--- config.mk ---
export PLATFORM = sky130hd
export DESIGN_NAME = slp_clk_ctrl
export DESIGN_NICKNAME = d
export VERILOG_FILES = /design/src/rtl/slp_pkg.sv /design/src/rtl/slp_wake_qual.sv /design/src/rtl/slp_mode_fsm.sv /design/src/rtl/slp_clk_gate.sv /design/src/rtl/slp_clk_ctrl.sv
export SDC_FILE = /design/constraint.sdc
export NUM_CORES = 1
export LEC_CHECK = 0
export ABC_AREA = 1
export BUFFER_PORTS_ARGS = -buffer_cell sky130_fd_sc_hd__buf_2
export CAP_MARGIN = 15
export CORE_MARGIN = 2
export CORE_UTILIZATION = 45
export CTS_CLUSTER_SIZE = 40
export DETAILED_ROUTE_END_ITERATION = 8
export PLACE_DENSITY = 0.87
export SYNTH_ARGS = -nofsm -noshare
export SYNTH_HDL_FRONTEND = slang
export SYNTH_HIERARCHICAL = 1
export SYNTH_SLANG_ARGS = --single-unit
--- constraint.sdc ---
create_clock -name clk -period 2.15 [get_ports clk]
set_input_delay 0.43 -clock clk [delete_from_list [all_inputs] [get_ports clk]]
set_output_delay 0.43 -clock clk [all_outputs]
set_load 0.005 [all_outputs]
--- src/rtl/slp_pkg.sv ---
package slp_pkg;

  typedef enum logic [2:0] {
    ST_ACTIVE  = 3'd0,
    ST_IDLE    = 3'd1,
    ST_PSAVE   = 3'd2,
    ST_PDOWN   = 3'd3,
    ST_STBY    = 3'd4,
    ST_RESTART = 3'd5
  } slp_state_e;

  localparam logic [2:0] MODE_IDLE  = 3'b000;
  localparam logic [2:0] MODE_PDOWN = 3'b010;
  localparam logic [2:0] MODE_PSAVE = 3'b011;
  localparam logic [2:0] MODE_STBY  = 3'b110;

  // Target state of a sleep request; ST_ACTIVE means "ignore".
  function automatic slp_state_e decode_mode(input logic [2:0] mode, input logic xtal);
    case (mode)
      MODE_IDLE:  return ST_IDLE;
      MODE_PDOWN: return ST_PDOWN;
      MODE_PSAVE: return ST_PSAVE;
      MODE_STBY:  return xtal ? ST_STBY : ST_PDOWN;
      default:    return ST_ACTIVE;
    endcase
  endfunction

  function automatic logic tmr_evt_qual(input logic ovf, input logic ovf_ie,
                                        input logic cmp, input logic cmp_ie,
                                        input logic g_ie);
    return g_ie & ((ovf & ovf_ie) | (cmp & cmp_ie));
  endfunction

  // Which wake sources count in each state.
  function automatic logic wake_hit(input slp_state_e st, input logic ext,
                                    input logic periph_wake);
    case (st)
      ST_IDLE, ST_PSAVE: return ext | periph_wake;
      ST_PDOWN, ST_STBY: return ext;
      default:           return 1'b0;
    endcase
  endfunction

  function automatic logic need_main_osc(input slp_state_e st, input logic sync_user);
    case (st)
      ST_ACTIVE, ST_IDLE, ST_STBY, ST_RESTART: return 1'b1;
      ST_PSAVE:                                return sync_user;
      default:                                 return 1'b0;
    endcase
  endfunction

  function automatic logic need_async_osc(input slp_state_e st, input logic async_user);
    case (st)
      ST_ACTIVE, ST_IDLE: return 1'b1;
      ST_PSAVE:           return async_user;
      default:            return 1'b0;
    endcase
  endfunction

  function automatic logic periph_domain_on(input slp_state_e st);
    return (st == ST_ACTIVE) || (st == ST_IDLE);
  endfunction

  function automatic logic timed_domain_on(input slp_state_e st);
    return (st == ST_ACTIVE) || (st == ST_IDLE) || (st == ST_PSAVE);
  endfunction

endpackage

--- src/rtl/slp_wake_qual.sv ---
module slp_wake_qual
  import slp_pkg::*;
(
  input  slp_state_e st,
  input  logic       ext_wake,
  input  logic       disp_irq,
  input  logic       tmr_ovf_evt,
  input  logic       tmr_ovf_ie,
  input  logic       tmr_cmp_evt,
  input  logic       tmr_cmp_ie,
  input  logic       gie,
  output logic       wake
);
  logic tmr_wake;

  assign tmr_wake = tmr_evt_qual(tmr_ovf_evt, tmr_ovf_ie, tmr_cmp_evt, tmr_cmp_ie, gie);
  assign wake     = wake_hit(st, ext_wake, tmr_wake | disp_irq);
endmodule

--- src/rtl/slp_mode_fsm.sv ---
module slp_mode_fsm
  import slp_pkg::*;
#(
  parameter int RESTART_CYC = 6
) (
  input  logic       clk,
  input  logic       rst_n,
  input  logic       sleep_req,
  input  logic [2:0] sleep_mode,
  input  logic       xtal_opt,
  input  logic       wake,
  output slp_state_e st,
  output logic       sleep_acc
);
  localparam int CNT_W = (RESTART_CYC > 2) ? $clog2(RESTART_CYC) : 1;
  localparam logic [CNT_W-1:0] CNT_LOAD = CNT_W'(RESTART_CYC - 1);

  slp_state_e       st_q, st_d, target;
  logic             req_q, req_edge, restart_done;
  logic [CNT_W-1:0] cnt_q;

  assign target       = decode_mode(sleep_mode, xtal_opt);
  assign req_edge     = sleep_req & ~req_q;
  assign sleep_acc    = (st_q == ST_ACTIVE) && req_edge && (target != ST_ACTIVE);
  assign restart_done = (st_q == ST_RESTART) && (cnt_q == '0);
  assign st           = st_q;

  always_comb begin
    st_d = st_q;
    case (st_q)
      ST_ACTIVE:                   if (sleep_acc)    st_d = target;
      ST_IDLE, ST_PSAVE, ST_PDOWN: if (wake)         st_d = ST_ACTIVE;
      ST_STBY:                     if (wake)         st_d = ST_RESTART;
      ST_RESTART:                  if (restart_done) st_d = ST_ACTIVE;
      default:                                       st_d = ST_ACTIVE;
    endcase
  end

  always_ff @(posedge clk or negedge rst_n) begin
    if (!rst_n) begin
      st_q  <= ST_ACTIVE;
      req_q <= 1'b0;
      cnt_q <= '0;
    end else begin
      st_q  <= st_d;
      req_q <= sleep_req;
      if (st_q == ST_STBY && wake)
        cnt_q <= CNT_LOAD;
      else if (st_q == ST_RESTART && cnt_q != '0)
        cnt_q <= cnt_q - 1'b1;
    end
  end
endmodule

--- src/rtl/slp_clk_gate.sv ---
module slp_clk_gate
  import slp_pkg::*;
#(
  parameter int NP = 4
) (
  input  slp_state_e    st,
  input  logic [NP-1:0] prr,
  input  logic          tmr_en,
  input  logic          tmr_async_sel,
  input  logic          disp_en,
  input  logic          disp_async_sel,
  output logic          cpu_run,
  output logic          main_osc_en,
  output logic          async_osc_en,
  output logic          tmr_clk_en,
  output logic          disp_clk_en,
  output logic [NP-1:0] periph_clk_en
);
  logic sync_user, async_user, pdom_on;

  assign sync_user  = (tmr_en & ~tmr_async_sel) | (disp_en & ~disp_async_sel);
  assign async_user = (tmr_en &  tmr_async_sel) | (disp_en &  disp_async_sel);
  assign pdom_on    = periph_domain_on(st);

  assign cpu_run      = (st == ST_ACTIVE);
  assign main_osc_en  = need_main_osc(st, sync_user);
  assign async_osc_en = need_async_osc(st, async_user);
  assign tmr_clk_en   = timed_domain_on(st) & tmr_en;
  assign disp_clk_en  = timed_domain_on(st) & disp_en;

  for (genvar g = 0; g < NP; g++) begin : g_periph
    assign periph_clk_en[g] = pdom_on & ~prr[g];
  end
endmodule

--- src/rtl/slp_clk_ctrl.sv ---
module slp_clk_ctrl
  import slp_pkg::*;
#(
  parameter int NP          = 4,
  parameter int RESTART_CYC = 6
) (
  input  logic          clk,
  input  logic          rst_n,
  input  logic          sleep_req,
  input  logic [2:0]    sleep_mode,
  input  logic          xtal_opt,
  input  logic          tmr_en,
  input  logic          tmr_async_sel,
  input  logic          disp_en,
  input  logic          disp_async_sel,
  input  logic          tmr_ovf_ie,
  input  logic          tmr_cmp_ie,
  input  logic          gie,
  input  logic          tmr_ovf_evt,
  input  logic          tmr_cmp_evt,
  input  logic          disp_irq,
  input  logic          ext_wake,
  input  logic          prr_we,
  input  logic [NP-1:0] prr_wdata,
  output logic          cpu_run,
  output logic          main_osc_en,
  output logic          async_osc_en,
  output logic          tmr_clk_en,
  output logic          disp_clk_en,
  output logic [NP-1:0] periph_clk_en
);
  slp_state_e    st;
  logic          wake, sleep_acc;
  logic [NP-1:0] prr_q;

  // Named state flags for the bound checker.
  logic st_idle, st_psave, st_pdown, st_stby, st_restart;
  assign st_idle    = (st == ST_IDLE);
  assign st_psave   = (st == ST_PSAVE);
  assign st_pdown   = (st == ST_PDOWN);
  assign st_stby    = (st == ST_STBY);
  assign st_restart = (st == ST_RESTART);

  always_ff @(posedge clk or negedge rst_n) begin
    if (!rst_n)      prr_q <= '0;
    else if (prr_we) prr_q <= prr_wdata;
  end

  slp_wake_qual i_wake (
    .st(st), .ext_wake(ext_wake), .disp_irq(disp_irq),
    .tmr_ovf_evt(tmr_ovf_evt), .tmr_ovf_ie(tmr_ovf_ie),
    .tmr_cmp_evt(tmr_cmp_evt), .tmr_cmp_ie(tmr_cmp_ie),
    .gie(gie), .wake(wake)
  );

  slp_mode_fsm #(.RESTART_CYC(RESTART_CYC)) i_fsm (
    .clk(clk), .rst_n(rst_n), .sleep_req(sleep_req), .sleep_mode(sleep_mode),
    .xtal_opt(xtal_opt), .wake(wake), .st(st), .sleep_acc(sleep_acc)
  );

  slp_clk_gate #(.NP(NP)) i_gate (
    .st(st), .prr(prr_q), .tmr_en(tmr_en), .tmr_async_sel(tmr_async_sel),
    .disp_en(disp_en), .disp_async_sel(disp_async_sel),
    .cpu_run(cpu_run), .main_osc_en(main_osc_en), .async_osc_en(async_osc_en),
    .tmr_clk_en(tmr_clk_en), .disp_clk_en(disp_clk_en), .periph_clk_en(periph_clk_en)
  );
endmodule

=== Word-level counts from Yosys, hierarchy flattened ===
Index checks and enable logic that the tools add are counted.

* Register bits: 11
* Bits of input ports: 23
* Output and inout bits: 9
* Word-level logic and storage cells: 74

* Add/subtract/negate cells: 1
* Equality and inequality tests: 12
* Mux-type cells: 12
* Bitwise logic cells: 26
* Reductions and logical operators: 19

{| class="wikitable"
|+ Operators by type and width
! kind !! number
|-
| $pmux W3 S4 || 2
|-
| $mux W3 || 7
|-
| $and A1 B1 Y1 || 14
|-
| $eq A3 B2 Y1 const B || 4
|-
| $eq A3 B3 Y1 const B || 3
|-
| $logic_not A3 Y1 || 3
|-
| $ne A2 B1 Y1 const B || 4
|-
| $not A1 Y1 || 7
|-
| $pmux W1 S2 || 3
|-
| $reduce_bool A3 Y1 || 2
|-
| $reduce_or A2 Y1 || 3
|-
| $logic_and A1 B1 Y1 || 5
|-
| $or A1 B1 Y1 || 5
|-
| $reduce_and A4 Y1 || 1
|-
| $reduce_or A4 Y1 || 1
|-
| $eq A3 B1 Y1 const B || 1
|-
| $reduce_or A3 Y1 || 1
|-
| $sub A3 B1 Y3 const B || 1
|-
| $logic_or A1 B1 Y1 || 2
|-
| $reduce_bool A2 Y1 || 1
|}

=== Longest topological paths before layout ===
* Depth in word-level cells: 8
* Mapped depth: 12
* Mapped depth without buffers: 12

=== Cells and area by module ===
The synthesis kept the hierarchy.

{| class="wikitable"
|+ Modules (own cells, without submodules)
! module !! instances !! cells each !! area an instance (sq um) !! sequential area each (sq um)
|-
| slp_mode_fsm || 1 || 66 || 486.7 || 175.2
|-
| slp_clk_ctrl || 1 || 17 || 148.9 || 100.1
|-
| slp_clk_gate || 1 || 27 || 115.1 || 0.0
|-
| slp_wake_qual || 1 || 16 || 63.8 || 0.0
|}

=== Worst setup path after synthesis ===
No wires, ideal clock.

* Path type: reg2reg
* From: register i_fsm.cnt_q[0]
* To: register i_fsm.st_q[2] (netlist: i_fsm/st[2])
* Setup time: 0.118 ns
* Arrival: 1.180 ns
* Required time: 2.032 ns
* Setup slack: 0.852 ns
* Cell stages (with the launch flop): 10
* Buffers on the path: 0
* Period minus slack after synthesis: 1.298 ns
* Cell sequence: dfrtp_1 inv_1 ha_1 ha_1 nor2_2 nand3_2 nand2_2 inv_2 nand3_1 nand2_1

* Cells in the longest elaborated chain, start to end: 4

{| class="wikitable"
|+ Ends and longest elaborated chain
! what !! line !! RTL
|-
| start: declaration || slp_mode_fsm.sv:20 || <nowiki>logic [CNT_W-1:0] cnt_q;</nowiki>
|-
| start signal: assignment || slp_mode_fsm.sv:50 || <nowiki>cnt_q <= cnt_q - 1'b1;</nowiki>
|-
| $logic_not A3 Y1 || slp_mode_fsm.sv:25 || <nowiki>assign restart_done = (st_q == ST_RESTART) && (cnt_q == '0);</nowiki>
|-
| $logic_and A1 B1 Y1 || slp_mode_fsm.sv:25 ||
|-
| $ne A2 B1 Y1 (no source line) || -- ||
|-
| $reduce_and A4 Y1 (no source line) || -- ||
|-
| end signal: assignment || slp_mode_fsm.sv:45 || <nowiki>st_q <= st_d;</nowiki>
|-
| end: declaration || slp_mode_fsm.sv:18 || <nowiki>slp_state_e st_q, st_d, target;</nowiki>
|}

No other way between the ends.
A chain may end at the register's enable or synchronous reset.

=== Worst setup path in the final report ===
* From: register i_fsm.st_q[2] (netlist: i_fsm/st[2])
* To: output async_osc_en

* Cells in the longest elaborated chain, start to end: 3
* Elaborated cells between the ends (all ways): 5
* Classes of those cells: 2 x eq/ne; 1 x mux; 2 x reduce/logical

{| class="wikitable"
|+ Ends and longest elaborated chain
! what !! line !! RTL
|-
| $eq A3 B1 Y1 / $logic_not A3 Y1 (equally long branches) || slp_pkg.sv:53 || <nowiki>case (st)</nowiki>
|-
| $reduce_or A2 Y1 || slp_pkg.sv:53 ||
|-
| $pmux W1 S2 (*) || slp_pkg.sv:53 ||
|-
| end: declaration || slp_clk_ctrl.sv:27 || <nowiki>output logic async_osc_en,</nowiki>
|}

Mark *: on every way between the ends. The rest lies on a longest branch, timed or not.

==> flow_summary.yaml <==
floorplan:
  num_rows: 15
  die-area_mm2: 0.00216
  placeableCoreArea_mm2: 0.00171
  initial_core_util_pct: 47.5
  die_h_um: 46.4
  top_level_ports: 32
  die_width_um: 46.4
sta:
  worst_slew_pin_slew_ps: 373
  layout_worst_path_cycle_share_pct: 78.2
  timing.hold.ws_ps: 14.5
  setup_viol_count_final: 0
  setup_repair_after_global_routing_missed_its_margin: "false"
  clock-skew-final_ps: 3.99
  period_needed_ps: 1680
  worst_slew_margin_rel_pct: 75.1
  final_hold_vios: 0
  maximum_clock_frequency_mhz: 595
  final_slew_violations: 0
  setup-tns-final_ps: 0
final_layout:
  layout_commonest_cell: "nand2_1"
  area_growth_syn_to_layout_pct: 26.2
  antenna_cells_inserted: 0
  finalCoreUtilization_pct: 59.9
  number_of_nets_in_the_final_layout: 186
  most-common-layout-cells: "nand2_1, buf_2, inv_1, nor2_1, dfrtp_1"
  n_fill_cell: 167
  drive_above_1_share_pct: 35.0
global_routing:
  grt_util_overall_pct: 17.9
  first_global_vias: 739
  grt_start_max_net_pins: 12
  global_route_wire_length_before_repair_um: 2730
  grt_remaining_overflow: 0
  grt_antenna_before_repair: 0
clocking:
  post_cts_resized: 0
  clock_sinks: 11
  clock_insertion_delay_worst_skew_ps: 270
  tritoncts.num_buffers: 3
  cts.reportedPaths.clkPinSlew_ps: 60
  htree_depth: 1
  clock_tree.root_cell: "clkbuf_4"
  cts_hold_buffers: 0
  cts_post_setup_buffers_inserted: 0
  max-clock-path-buffers: 2
  cts_tree: "done"
placed_design:
  placement.io_buffers: 31
  routabilityCongestion: 0.829
  detailedPlacementHpwl_um: 1420
worst_setup_path:
  crit_path_buffers_inverters: 2
  timing.critical_path.slowest_cell_delay_ps: 570
  worstSetupStartpointType: "register"
  timing.critical_path.required_ps: 1720
  path_max_fanout: 10
  criticalPathCategory: "reg -> out"
  critical-path-slowest-cell: "dfrtp_1"
  family_with_the_most_delay_on_the_worst_path: "flip-flops"
  path_cells: "inv_2, nand2_2, nand2_1, buf_2"
  cp_data_arrival_time_ps: 1250
  critPathCaptureType: "primary output"
detailed_routing:
  drt.antenna.violating_nets: 0
  residual_drc: 0
  wirelength_um: 1640
  first_pass_iters: 4
  avgViaCountPerCell: 4.57
  route.detailed.wl_per_inst_um: 8.86
  drt_first_iter_violations: 13
  route.vias.total: 845
logic_synthesis:
  mappedNetlistArea_um2: 811
  synth_fp_nets: 150
  synthesis.instances: 125
  yosys_warnings: 6
  synth_area_per_cell_um2: 6.49
outcome:
  result_of_the_run: "complete, no violations"
flow_run:
  maxCapViolCount: 0
power_and_ir_drop:
  irDropWorstVdd_mv: 0.597
  powerDensity_mw_per_mm2: 1050
  total_leakage_power_nw: 0.615
min_path:
  worst_hold_path_type: "in -> async"
==> registers in the layout, indices dropped and copies added (netlist names) <==
register	count
i_fsm/cnt_q	3
i_fsm/req_q	1
i_fsm/st	3
prr_q	4
==> where the power goes <==
group          total, mW  leakage [nW]  switching (mW)  internal [mW]
clock network      0.136        0.0150          0.0638         0.0718
logic              0.611         0.467           0.361          0.249
registers          0.326         0.133          0.0695          0.257
==> area by class of cell <==
type	instances	area (µm²)	share of cell area, %
well taps	25	31.3	3.06
flip-flops and latches	11	275	26.9
multi-input cells	90	445	43.5
repair buffers	31	155	15.2
clock buffers	4	26.3	2.57
inverters	24	90.1	8.80
==> metal layers <==
layer | GRT usage, % | up-vias | wire length [µm]
li1 | - | 447 | -
met1 | 19.4 | 375 | 662
met2 | 32.2 | 21 | 903
met3 | 5.49 | 2 | 68
met4 | 6.86 | 0 | 5
met5 | 0 | - | 0
==> final timing paths <==
kind                              from           end  slack [ps]  cells after the start
setup / recovery           i_fsm/st[2]  async_osc_en         470                      4
max in group asynchronous        rst_n   i_fsm/req_q        1940                      1
setup reg to reg           i_fsm/st[2]   i_fsm/st[1]         670                      9
hold / removal                   rst_n      prr_q[0]          10                      1
min in group clk             sleep_req   i_fsm/req_q         280                      1
hold reg to reg               prr_q[1]      prr_q[1]         470                      2
==> through the flow <==
| step | cells | setup slack (ps) | total power, mW | instance area (µm²) |
|---|---|---|---|---|
| after global routing | 185 | 377 | 1.19 | 1020 |
| after floorplan | 125 | 852 | 0.761 | 811 |
| after detailed placement | 181 | 674 | 0.948 | 997 |
| final | 185 | 469 | 1.07 | 1020 |
| after global placement | 181 | 742 | 0.913 | 997 |
| after CTS | 185 | 455 | 1.09 | 1020 |
Note: power is estimated with default switching activity, not from simulation.
